===== config.mk =====
export PLATFORM = sky130hd
export DESIGN_NAME = d2s_converter
export DESIGN_NICKNAME = d
export VERILOG_FILES = /design/src/rtl/d2s_pkg.sv /design/src/rtl/d2s_band_decode.sv /design/src/rtl/d2s_denorm_shift.sv /design/src/rtl/d2s_field_pick.sv /design/src/rtl/d2s_converter.sv
export SDC_FILE = /design/constraint.sdc
export NUM_CORES = 1
export LEC_CHECK = 0
export ABC_CLOCK_PERIOD_IN_PS = 2200
export CAP_MARGIN = 10
export CORE_ASPECT_RATIO = 0.8
export CORE_MARGIN = 8
export CORE_UTILIZATION = 49
export CTS_CLUSTER_DIAMETER = 120
export CTS_CLUSTER_SIZE = 30
export DETAILED_ROUTE_END_ITERATION = 16
export PLACE_DENSITY_LB_ADDON = 0.12
export SETUP_SLACK_MARGIN = 0.3
export SYNTH_ARGS = -nofsm -noshare
export SYNTH_HDL_FRONTEND = slang
export SYNTH_HIERARCHICAL = 1
export SYNTH_SLANG_ARGS = --single-unit

===== constraint.sdc =====
create_clock -name clk -period 2.2 [get_ports clk]
set_clock_uncertainty 0.15 [all_clocks]
set_input_delay 0.22 -clock clk [delete_from_list [all_inputs] [get_ports clk]]
set_output_delay 0.22 -clock clk [all_outputs]
set_load 0.1 [all_outputs]

===== src/rtl/d2s_pkg.sv =====
package d2s_pkg;
    localparam int DBL_W     = 64;
    localparam int SGL_W     = 32;
    localparam int DEXP_W    = 11;
    localparam int SEXP_W    = 8;
    localparam int DFRAC_W   = DBL_W - 1 - DEXP_W;
    localparam int SFRAC_W   = SGL_W - 1 - SEXP_W;
    localparam int SIG_W     = DFRAC_W + 1;
    localparam int SHAMT_W   = $clog2(SIG_W + 1);
    localparam int BAND_LO   = 874;
    localparam int BAND_HI   = 896;
    localparam int SHIFT_BASE = BAND_HI + (DFRAC_W - SFRAC_W) + 1;
    localparam int TOP_KEEP  = 2;
    localparam int LOW_W     = SGL_W - TOP_KEEP;
    localparam int LOW_MSB   = DBL_W - TOP_KEEP - (DEXP_W - SEXP_W) - 1;
    localparam int LOW_LSB   = LOW_MSB - LOW_W + 1;

    typedef struct packed {
        logic               valid;
        logic               den;
        logic               sign;
        logic [SHAMT_W-1:0] shamt;
        logic [SIG_W-1:0]   sig;
        logic [SGL_W-1:0]   fld;
    } stage1_t;

    typedef struct packed {
        logic             valid;
        logic [SGL_W-1:0] data;
    } stage2_t;
endpackage


===== src/rtl/d2s_band_decode.sv =====
module d2s_band_decode
    import d2s_pkg::*;
(
    input  logic [DEXP_W-1:0]  exp_i,
    input  logic [DFRAC_W-1:0] frac_i,
    output logic               in_band_o,
    output logic [SHAMT_W-1:0] shamt_o,
    output logic [SIG_W-1:0]   sig_o
);
    localparam logic [DEXP_W:0] BASE_V = (DEXP_W+1)'(SHIFT_BASE);
    localparam logic [DEXP_W-1:0] LO_V = DEXP_W'(BAND_LO);
    localparam logic [DEXP_W-1:0] HI_V = DEXP_W'(BAND_HI);

    logic [DEXP_W:0] diff;

    always_comb begin
        in_band_o = (exp_i >= LO_V) && (exp_i <= HI_V);
        diff      = BASE_V - {1'b0, exp_i};
        shamt_o   = in_band_o ? diff[SHAMT_W-1:0] : '0;
        sig_o     = {1'b1, frac_i};
    end


    always_comb begin
        if (in_band_o) begin
            shamt_range_chk: assert ((diff >= (DEXP_W+1)'(DFRAC_W - SFRAC_W + 1)) &&
                                     (diff <= (DEXP_W+1)'(DFRAC_W)));
        end
    end
endmodule


===== src/rtl/d2s_denorm_shift.sv =====
module d2s_denorm_shift
    import d2s_pkg::*;
(
    input  logic               active_i,
    input  logic               sign_i,
    input  logic [SHAMT_W-1:0] shamt_i,
    input  logic [SIG_W-1:0]   sig_i,
    output logic [SGL_W-1:0]   result_o
);
    logic [SIG_W-1:0] shifted;

    always_comb begin
        shifted  = sig_i >> shamt_i;
        result_o = {sign_i, {SEXP_W{1'b0}}, shifted[SFRAC_W-1:0]};
    end

    // the shifted significand never reaches the exponent field
    always_comb begin
        if (active_i) begin
            fits_below_exp_chk: assert (shifted[SIG_W-1:SFRAC_W] == '0);
        end
    end
endmodule


===== src/rtl/d2s_field_pick.sv =====
module d2s_field_pick
    import d2s_pkg::*;
(
    input  logic [TOP_KEEP-1:0] top_i,
    input  logic [LOW_W-1:0]    low_i,
    output logic [SGL_W-1:0]    fld_o
);
    always_comb begin
        fld_o = {top_i, low_i};
    end
endmodule


===== src/rtl/d2s_converter.sv =====
module d2s_converter
    import d2s_pkg::*;
(
    input  logic             clk,
    input  logic             rst,
    input  logic             in_valid,
    input  logic [DBL_W-1:0] in_data,
    output logic             out_valid,
    output logic [SGL_W-1:0] out_data
);
    stage1_t s1_d, s1_q;
    stage2_t s2_d, s2_q;

    logic               band_in;
    logic [SHAMT_W-1:0] band_shamt;
    logic [SIG_W-1:0]   band_sig;
    logic [SGL_W-1:0]   pick_fld;
    logic [SGL_W-1:0]   den_res;

    d2s_band_decode u_decode (
        .exp_i     (in_data[DBL_W-2 -: DEXP_W]),
        .frac_i    (in_data[DFRAC_W-1:0]),
        .in_band_o (band_in),
        .shamt_o   (band_shamt),
        .sig_o     (band_sig)
    );

    d2s_field_pick u_pick (
        .top_i (in_data[DBL_W-1 -: TOP_KEEP]),
        .low_i (in_data[LOW_MSB:LOW_LSB]),
        .fld_o (pick_fld)
    );

    d2s_denorm_shift u_shift (
        .active_i (s1_q.valid & s1_q.den),
        .sign_i   (s1_q.sign),
        .shamt_i  (s1_q.shamt),
        .sig_i    (s1_q.sig),
        .result_o (den_res)
    );

    always_comb begin
        s1_d.valid = in_valid;
        s1_d.den   = band_in;
        s1_d.sign  = in_data[DBL_W-1];
        s1_d.shamt = band_shamt;
        s1_d.sig   = band_sig;
        s1_d.fld   = pick_fld;

        s2_d.valid = s1_q.valid;
        s2_d.data  = s1_q.den ? den_res : s1_q.fld;
    end

    always_ff @(posedge clk) begin
        s1_q <= s1_d;
        s2_q <= s2_d;
        if (rst) begin
            s1_q.valid <= 1'b0;
            s2_q.valid <= 1'b0;
        end
    end

    assign out_valid = s2_q.valid;
    assign out_data  = s2_q.data;


    lat_valid_chk: assert property (@(posedge clk) disable iff (rst)
        in_valid |-> ##2 out_valid);


    lat_idle_chk: assert property (@(posedge clk) disable iff (rst)
        !in_valid |-> ##2 !out_valid);


    rst_clear_chk: assert property (@(posedge clk)
        rst |=> !out_valid);


    den_sign_chk: assert property (@(posedge clk) disable iff (rst)
        (out_valid && $past(s1_q.den)) |->
            (out_data[SGL_W-1] == $past(in_data[DBL_W-1], 2)) &&
            (out_data[SGL_W-2 -: SEXP_W] == '0));


    field_copy_chk: assert property (@(posedge clk) disable iff (rst)
        (out_valid && !$past(s1_q.den)) |->
            (out_data == {$past(in_data[DBL_W-1 -: TOP_KEEP], 2),
                          $past(in_data[LOW_MSB:LOW_LSB], 2)}));
endmodule


==> flow_summary.html, run 1 <==
<table>
<tr><th>Metric</th><th>Value</th></tr>
<tr><th colspan="2">Die</th></tr>
<tr><td>Initial standard-cell utilization of the core</td><td>about 49%</td></tr>
<tr><td>Core box area</td><td>approximately 15000 sq um</td></tr>
<tr><td>Boundary Pins</td><td>100</td></tr>
<tr><td>Horiz. Die Dim</td><td>153 um</td></tr>
<tr><td>DIE HEIGHT</td><td>125 um</td></tr>
<tr><td>Total number of placement rows</td><td>40</td></tr>
<tr><td>Die outline area</td><td>~19000 sq um</td></tr>
<tr><th colspan="2">Global routing</th></tr>
<tr><td>Total overflow reported by the global router</td><td>0</td></tr>
<tr><td>Largest net degree at the start of global routing</td><td>33</td></tr>
<tr><td>Number of antenna violations at the first check in global routing</td><td>0</td></tr>
<tr><td>Vias in the first global route</td><td>about 6000</td></tr>
<tr><td>Total track usage</td><td>between 20% and 30%</td></tr>
<tr><td>Wire length of the first global-routing pass</td><td>roughly 37000 um</td></tr>
<tr><th colspan="2">Worst setup path</th></tr>
<tr><td>Arrival time worst endpoint</td><td>~2700 ps</td></tr>
<tr><td>Cell seen most often among critical-path stages</td><td>sky130_fd_sc_hd__mux4_2</td></tr>
<tr><td>Kind of start point of the critical path</td><td>flip-flop</td></tr>
<tr><td>Worst Setup SP</td><td>s1_q[85]</td></tr>
<tr><td>Capturing element type of the critical path</td><td>flip-flop</td></tr>
<tr><td>Crit Reg-Reg Startpoint</td><td>s1_q[85]</td></tr>
<tr><td>Delay of the slowest critical-path stage</td><td>roughly 550 ps</td></tr>
<tr><td>R2r worst-path depth</td><td>6</td></tr>
<tr><td>Critical path, cell by cell</td><td>buf_12, mux4_2, mux4_2, a32oi_1, o221ai_1, mux2_4</td></tr>
<tr><td>Worst path slowest cell</td><td>sky130_fd_sc_hd__mux4_2</td></tr>
<tr><td>Path type of the worst setup path</td><td>flip-flop to flip-flop</td></tr>
<tr><td>Max Fanout on Critical Path</td><td>15</td></tr>
<tr><td>Levels on crit path</td><td>6</td></tr>
<tr><td>WP data required</td><td>between 2000 and 2500 ps</td></tr>
<tr><td>Number of buffer and inverter stages on the critical path</td><td>1</td></tr>
<tr><td>Worst-case register-to-register setup slack</td><td>-290 ps</td></tr>
<tr><td>Endpoint of the lowest-slack register-to-register path</td><td>out_data[13]</td></tr>
<tr><td>Family with the most delay on the worst path</td><td>multiplexers</td></tr>
<tr><td>Worst setup endpoint</td><td>out_data[13]</td></tr>
<tr><th colspan="2">Clock tree</th></tr>
<tr><td>TritonCTS clock tree</td><td>done</td></tr>
<tr><td>Cell at the root of the clock tree</td><td>sky130_fd_sc_hd__clkbuf_16</td></tr>
<tr><td>Clock insertion delay at the later pin of the skew report</td><td>roughly 420 ps</td></tr>
<tr><td>Clk sink count</td><td>127</td></tr>
<tr><td>Number of CTS-inserted buffers</td><td>17</td></tr>
<tr><td>Clock input transition at the sequential cells of the worst setup and hold paths</td><td>about 60 ps</td></tr>
<tr><td>CTS H-Tree Depth</td><td>4</td></tr>
<tr><td>Total of hold buffers inserted after clock tree synthesis</td><td>0</td></tr>
<tr><td>Clock Tree Buf Depth</td><td>2</td></tr>
<tr><th colspan="2">Worst hold path</th></tr>
<tr><td>Min-delay worst type</td><td>input pin to flip-flop</td></tr>
<tr><td>Worst hold path stage count</td><td>1</td></tr>
<tr><th colspan="2">STA</th></tr>
<tr><td>Actual transition at the worst max-transition pin</td><td>about 640 ps</td></tr>
<tr><td>Final critical delay including setup and external delays</td><td>around 2500 ps</td></tr>
<tr><td>Final WS setup</td><td>-286 ps</td></tr>
<tr><td>Hold slack final</td><td>around 86 ps</td></tr>
<tr><td>Achievable frequency</td><td>around 400 MHz</td></tr>
<tr><td>Tcrit/Tclk final</td><td>113%</td></tr>
<tr><td>Worst max-slew margin expressed relative to the limit</td><td>about 57%</td></tr>
<tr><td>Unrepaired setup endpoints after global routing</td><td>true</td></tr>
<tr><td>Total count of max-transition violations in the final report</td><td>0</td></tr>
<tr><td>Setup Viol. Count Final</td><td>23</td></tr>
<tr><td>Hold Vio Cnt, Final</td><td>0</td></tr>
<tr><th colspan="2">Place</th></tr>
<tr><td>Detailed placement HPWL</td><td>about 18000 um</td></tr>
<tr><td>Area of placed instances</td><td>8550 sq um</td></tr>
<tr><td>Count of buffers from port buffering</td><td>between 90 and 100</td></tr>
<tr><td>Final weighted congestion of routability-driven global placement</td><td>between 0.9 and 1</td></tr>
<tr><th colspan="2">Layout</th></tr>
<tr><td>Proportion of layout cells with a drive suffix above 1</td><td>about 45%</td></tr>
<tr><td>Number of diodes added for antenna fixing</td><td>0</td></tr>
<tr><td>P&amp;R area growth vs syn</td><td>30.2%</td></tr>
<tr><td>Final design instance area without fill</td><td>roughly 9500 sq um</td></tr>
<tr><td>Net count reported at finish</td><td>851</td></tr>
<tr><td>Finished Core Util</td><td>between 60 and 70%</td></tr>
<tr><th colspan="2">Pwr</th></tr>
<tr><td>Power share of the combinational group</td><td>around 16%</td></tr>
<tr><td>Final Total Pwr</td><td>around 6.4 mW</td></tr>
<tr><td>PwrDens</td><td>between 600 and 700 nW/um^2</td></tr>
<tr><td>Internal Pwr Total</td><td>about 4.6 mW</td></tr>
<tr><td>Largest voltage drop on the vdd net</td><td>~0.00046 V</td></tr>
<tr><td>Leak pwr</td><td>between 3 and 4 nW</td></tr>
<tr><td>Seq pwr share</td><td>between 30 and 40%</td></tr>
<tr><td>Switching share of power</td><td>between 20% and 30%</td></tr>
<tr><td>Clock power frac</td><td>44.8%</td></tr>
<tr><td>Total net switching power</td><td>approximately 1.8 mW</td></tr>
<tr><th colspan="2">Route</th></tr>
<tr><td>Post-DR vias/cell</td><td>5.95</td></tr>
<tr><td>Total DRC errors in the routed layout</td><td>0</td></tr>
<tr><td>Routed wire length</td><td>between 20000 and 25000 um</td></tr>
<tr><td>Pre-antenna DRT Iters</td><td>6</td></tr>
<tr><td>Drt wl/cell</td><td>around 24 um</td></tr>
<tr><td>ANT nets after route</td><td>0</td></tr>
<tr><td>Violation count after the first detailed-routing iteration</td><td>547</td></tr>
<tr><td>Via Count</td><td>5853</td></tr>
<tr><th colspan="2">Yosys</th></tr>
<tr><td>Average footprint of a synthesized cell</td><td>11.1 sq um</td></tr>
<tr><td>Total number of yosys warnings</td><td>6</td></tr>
<tr><td>Area of the mapped netlist</td><td>between 7000 and 8000 sq um</td></tr>
<tr><td>Number of cells produced by synthesis</td><td>~660</td></tr>
<tr><th colspan="2">Flow run</th></tr>
<tr><td>Number of max-cap violations</td><td>0</td></tr>
<tr><th colspan="2">Status</th></tr>
<tr><td>Failing checks</td><td>negative setup slack</td></tr>
<tr><td>Result of the run</td><td>finished, violations left</td></tr>
</table>
## layout make-up
class | count | area [sq um]
flip-flops and latches | 127 | 2550
multi-input cells | 395 | 4030
clock buffers | 19 | 453
repair buffers | 235 | 2100
inverters | 6 | 22.5
fillers | 1193 | 5280
clock inverters | 13 | 153
well taps | 189 | 236
## power groups by stage
stage / Combinational [mW] / Clock, mW / Sequential, mW
floorplan: 0.421 / 0 / 2.77
global placement: 0.911 / 0 / 2.58
detailed placement: 0.920 / 0 / 2.57
CTS: 0.956 / 2.91 / 2.53
global route: 1.03 / 3.03 / 2.54
finish: 0.992 / 2.86 / 2.53
## sequential cells by signal (all words and copies together) (netlist names)
register / cells
s1_q: 94
out_data: 32
out_valid: 1
## how the worst min path moves through the flow
stage                     start   endpoint  slack [ps]
finish              in_data[18]   s1_q[50]          90
detailed placement     s1_q[93]  out_valid         290
global placement       s1_q[93]  out_valid         270
global route        in_data[17]   s1_q[49]          70
CTS                 in_data[18]   s1_q[50]          70
floorplan           in_data[63]   s1_q[91]         100
## metrics by stage
step,TNS [ps],setup slack (ps),instances
after global placement,-5420,-353,938
after floorplan,-1530,-197,665
after global routing,-5860,-344,984
after detailed placement,-5990,-369,938
after CTS,-4370,-285,979
final,-4720,-286,984
## timing repair
action / in CTS / in global routing
endpoints found under the setup margin: 23 / 23
gates resized for setup: 47 / 28
pin swaps: 10 / 5
setup buffers: 9 / 5
## cells in the final DEF, fill, tap and decap left out, types with 4 or more instances in the layout
cell type / n
sky130_fd_sc_hd__o221ai_1: 4
sky130_fd_sc_hd__inv_1: 4
sky130_fd_sc_hd__mux2i_2: 6
sky130_fd_sc_hd__mux2_2: 22
sky130_fd_sc_hd__nor2_2: 4
sky130_fd_sc_hd__a21oi_2: 4
sky130_fd_sc_hd__conb_1: 9
sky130_fd_sc_hd__o2bb2ai_1: 4
sky130_fd_sc_hd__dfxtp_1: 123
sky130_fd_sc_hd__o22ai_1: 6
sky130_fd_sc_hd__nand3_1: 20
sky130_fd_sc_hd__buf_6: 8
sky130_fd_sc_hd__a22oi_1: 4
sky130_fd_sc_hd__nand2b_1: 6
sky130_fd_sc_hd__nor3_1: 5
sky130_fd_sc_hd__nor2b_1: 8
sky130_fd_sc_hd__buf_4: 150
sky130_fd_sc_hd__clkbuf_16: 17
sky130_fd_sc_hd__inv_6: 5
sky130_fd_sc_hd__buf_12: 11
sky130_fd_sc_hd__mux2i_4: 8
sky130_fd_sc_hd__nor2_1: 28
sky130_fd_sc_hd__or2_2: 4
sky130_fd_sc_hd__mux2i_1: 19
sky130_fd_sc_hd__a21oi_1: 11
sky130_fd_sc_hd__o211ai_1: 7
sky130_fd_sc_hd__mux2_4: 34
sky130_fd_sc_hd__mux4_2: 54
sky130_fd_sc_hd__nand4_1: 5
sky130_fd_sc_hd__o21ai_1: 4
sky130_fd_sc_hd__nand2_1: 45
sky130_fd_sc_hd__clkdlybuf4s50_1: 66
sky130_fd_sc_hd__o21ai_0: 10
## layer usage
layer  vias to the layer above  routed length, um  GRT usage, %
li1                       2588                  -             -
met5                         -                  0             0
met2                       332              10800          37.7
met3                        45               2190          6.88
met1                      2888              10300          33.1
met4                         0                674          10.4
(Power assumes the default switching activity.)
==> inputs of run 2 (changes only) <==
--- a/config.mk
+++ b/config.mk
@@ -5,11 +5,11 @@
 export SDC_FILE = /design/constraint.sdc
 export NUM_CORES = 1
 export LEC_CHECK = 0
-export ABC_CLOCK_PERIOD_IN_PS = 2200
+export ABC_CLOCK_PERIOD_IN_PS = 2100
 export CAP_MARGIN = 10
 export CORE_ASPECT_RATIO = 0.8
 export CORE_MARGIN = 8
-export CORE_UTILIZATION = 49
+export CORE_UTILIZATION = 35
 export CTS_CLUSTER_DIAMETER = 120
 export CTS_CLUSTER_SIZE = 30
 export DETAILED_ROUTE_END_ITERATION = 16
==> constraint.sdc (replaced) <==
create_clock -name clk -period 2.1 [get_ports clk]
set_clock_uncertainty 0.15 [all_clocks]
set_input_delay 0.21 -clock clk [delete_from_list [all_inputs] [get_ports clk]]
set_output_delay 0.21 -clock clk [all_outputs]
set_load 0.1 [all_outputs]
==> flow_summary.html, run 2 (synthesis gave the netlist of run 1 again) <==
<table>
<tr><th>Metric</th><th>Value</th></tr>
<tr><th colspan="2">Pwr</th></tr>
<tr><td>Leak pwr</td><td>4.08 nW</td></tr>
<tr><td>PwrDens</td><td>694 nW/um^2</td></tr>
<tr><td>Final Total Pwr</td><td>between 6 and 7 mW</td></tr>
<tr><td>Largest voltage drop on the vdd net</td><td>~0.00050 V</td></tr>
<tr><th colspan="2">Clock tree</th></tr>
<tr><td>Cell at the root of the clock tree</td><td>sky130_fd_sc_hd__clkbuf_16</td></tr>
<tr><td>Clk sink count</td><td>between 100 and 150</td></tr>
<tr><td>Number of CTS-inserted buffers</td><td>17</td></tr>
<tr><td>Clock input transition at the sequential cells of the worst setup and hold paths</td><td>roughly 60 ps</td></tr>
<tr><td>Total of hold buffers inserted after clock tree synthesis</td><td>0</td></tr>
<tr><td>TritonCTS clock tree</td><td>done</td></tr>
<tr><td>Clock insertion delay at the later pin of the skew report</td><td>between 400 and 500 ps</td></tr>
<tr><td>Clock Tree Buf Depth</td><td>2</td></tr>
<tr><td>CTS H-Tree Depth</td><td>4</td></tr>
<tr><th colspan="2">Worst hold path</th></tr>
<tr><td>Min-delay worst type</td><td>input pin to flip-flop</td></tr>
<tr><td>Worst hold path stage count</td><td>1</td></tr>
<tr><th colspan="2">Worst setup path</th></tr>
<tr><td>Max Fanout on Critical Path</td><td>12</td></tr>
<tr><td>Kind of start point of the critical path</td><td>flip-flop</td></tr>
<tr><td>Path type of the worst setup path</td><td>flip-flop to flip-flop</td></tr>
<tr><td>WP data required</td><td>~2300 ps</td></tr>
<tr><td>Critical path, cell by cell</td><td>buf_12, buf_12, mux4_2, mux4_2, a32oi_1, o221ai_1, mux2_4</td></tr>
<tr><td>Delay of the slowest critical-path stage</td><td>570 ps</td></tr>
<tr><td>Capturing element type of the critical path</td><td>flip-flop</td></tr>
<tr><td>Worst path slowest cell</td><td>sky130_fd_sc_hd__mux4_2</td></tr>
<tr><td>Arrival time worst endpoint</td><td>between 2000 and 3000 ps</td></tr>
<tr><td>R2r worst-path depth</td><td>7</td></tr>
<tr><th colspan="2">Global routing</th></tr>
<tr><td>Total track usage</td><td>between 20% and 30%</td></tr>
<tr><td>Vias in the first global route</td><td>5950</td></tr>
<tr><td>Number of antenna violations at the first check in global routing</td><td>0</td></tr>
<tr><td>Total overflow reported by the global router</td><td>0</td></tr>
<tr><td>Largest net degree at the start of global routing</td><td>33</td></tr>
<tr><td>Wire length of the first global-routing pass</td><td>between 30000 and 40000 um</td></tr>
<tr><th colspan="2">Flow run</th></tr>
<tr><td>Number of max-cap violations</td><td>0</td></tr>
<tr><th colspan="2">STA</th></tr>
<tr><td>Actual transition at the worst max-transition pin</td><td>between 500 and 600 ps</td></tr>
<tr><td>Hold Vio Cnt, Final</td><td>0</td></tr>
<tr><td>Tcrit/Tclk final</td><td>121%</td></tr>
<tr><td>Final critical delay including setup and external delays</td><td>approximately 2500 ps</td></tr>
<tr><td>Fin Setup TNS</td><td>-8330 ps</td></tr>
<tr><td>Hold slack final</td><td>about 78 ps</td></tr>
<tr><td>Achievable frequency</td><td>393 MHz</td></tr>
<tr><td>Total count of max-transition violations in the final report</td><td>0</td></tr>
<tr><td>Final WS setup</td><td>-448 ps</td></tr>
<tr><td>Setup Viol. Count Final</td><td>23</td></tr>
<tr><td>Unrepaired setup endpoints after global routing</td><td>true</td></tr>
<tr><td>Worst max-slew margin expressed relative to the limit</td><td>a little over three fifths</td></tr>
<tr><th colspan="2">Place</th></tr>
<tr><td>Final weighted congestion of routability-driven global placement</td><td>approximately 0.89</td></tr>
<tr><td>Placed cells</td><td>between 1000 and 1500</td></tr>
<tr><td>Count of buffers from port buffering</td><td>99</td></tr>
<tr><td>Detailed placement HPWL</td><td>slightly above 20000 um</td></tr>
<tr><td>Area of placed instances</td><td>8800 sq um</td></tr>
<tr><td>Pre-CTS setup slack</td><td>-499 ps</td></tr>
<tr><th colspan="2">Route</th></tr>
<tr><td>Total DRC errors in the routed layout</td><td>0</td></tr>
<tr><td>Drt wl/cell</td><td>between 20 and 25 um</td></tr>
<tr><td>ANT nets after route</td><td>0</td></tr>
<tr><td>Via Count</td><td>approximately 5800</td></tr>
<tr><td>Routed wire length</td><td>about 26000 um</td></tr>
<tr><td>Pre-antenna DRT Iters</td><td>5</td></tr>
<tr><td>Post-DR vias/cell</td><td>5.28</td></tr>
<tr><td>Violation count after the first detailed-routing iteration</td><td>about 420</td></tr>
<tr><th colspan="2">Die</th></tr>
<tr><td>Initial standard-cell utilization of the core</td><td>between 30% and 40%</td></tr>
<tr><td>Core box area</td><td>slightly above 20000 sq um</td></tr>
<tr><td>Total number of placement rows</td><td>between 40 and 50</td></tr>
<tr><td>Die outline area</td><td>approximately 26000 sq um</td></tr>
<tr><td>Horiz. Die Dim</td><td>roughly 180 um</td></tr>
<tr><td>DIE HEIGHT</td><td>145 um</td></tr>
<tr><td>Boundary Pins</td><td>100</td></tr>
<tr><th colspan="2">Layout</th></tr>
<tr><td>Finished Core Util</td><td>between 40% and 50%</td></tr>
<tr><td>Register with the most flip-flops</td><td>s1_q</td></tr>
<tr><td>Number of diodes added for antenna fixing</td><td>0</td></tr>
<tr><td>Count of non-filler cells in the finished layout</td><td>roughly 1100</td></tr>
<tr><td>Proportion of layout cells with a drive suffix above 1</td><td>roughly half</td></tr>
<tr><td>Fill cell count</td><td>around 1900</td></tr>
<tr><td>P&amp;R area growth vs syn</td><td>37.5%</td></tr>
<tr><td>Net count reported at finish</td><td>slightly below 900</td></tr>
<tr><td>Final design instance area without fill</td><td>between 10000 and 15000 sq um</td></tr>
<tr><td>Largest register FFs</td><td>94</td></tr>
<tr><td>Commonest non-fill, non-tap cell in the layout</td><td>sky130_fd_sc_hd__buf_4</td></tr>
<tr><td>Highest-count cells in the layout ignoring fill and taps</td><td>sky130_fd_sc_hd__buf_4 (171), sky130_fd_sc_hd__dfxtp_1 (123), sky130_fd_sc_hd__clkdlybuf4s50_1 (66), sky130_fd_sc_hd__mux4_2 (54), sky130_fd_sc_hd__nand2_1 (47)</td></tr>
<tr><th colspan="2">Status</th></tr>
<tr><td>Result of the run</td><td>finished, violations left</td></tr>
<tr><td>Failing checks</td><td>negative setup slack</td></tr>
</table>
==> run 2: layer usage <==
| metal | routed length [um] | track usage, % | vias up |
|---|---|---|---|
| li1 | - | - | 2634 |
| met1 | 13100 | 30.3 | 2890 |
| met2 | 11300 | 29.7 | 217 |
| met3 | 1600 | 4.59 | 25 |
| met4 | 427 | 5.24 | 0 |
| met5 | 0 | 0 | - |
==> run 2: area by class of cell <==
class                   instances  area, sq um  area share (%)
flip-flops and latches        127         2550            25.3
multi-input cells             395         4100            40.7
clock inverters                13          200            1.99
inverters                       6         22.5           0.223
well taps                     269          337            3.34
repair buffers                264         2430            24.1
clock buffers                  19          443            4.40
==> run 2: what timing repair did <==
item | in CTS | in global routing
gates cloned | 3 | 0
setup buffers | 13 | 6
gates resized for setup | 72 | 35
setup endpoints to repair | 23 | 23
pin swaps | 25 | 18
==> run 2: report_power, final <==
part	switching (mW)	leakage (nW)	internal [mW]
Sequential	0.115	1.07	2.54
Combinational	0.591	2.70	0.497
Clock	1.21	0.311	2.05
Total	1.91	4.08	5.08
==> run 2: final timing paths <==
path                                  start            to  slack (ps)
worst max register to register     s1_q[85]  out_data[13]        -450
worst max-delay path               s1_q[85]  out_data[13]        -450
worst min register to register     s1_q[93]     out_valid         280
worst min-delay path            in_data[19]      s1_q[51]          80
==> run 2: worst max-delay path: cells and delay by family, from the launching register on <==
family                 cells  cell delay (ps)
multiplexers               3             1320
buffers and inverters      2              300
flip-flops                 1              360
AO/OA/AOI/OAI              2              300
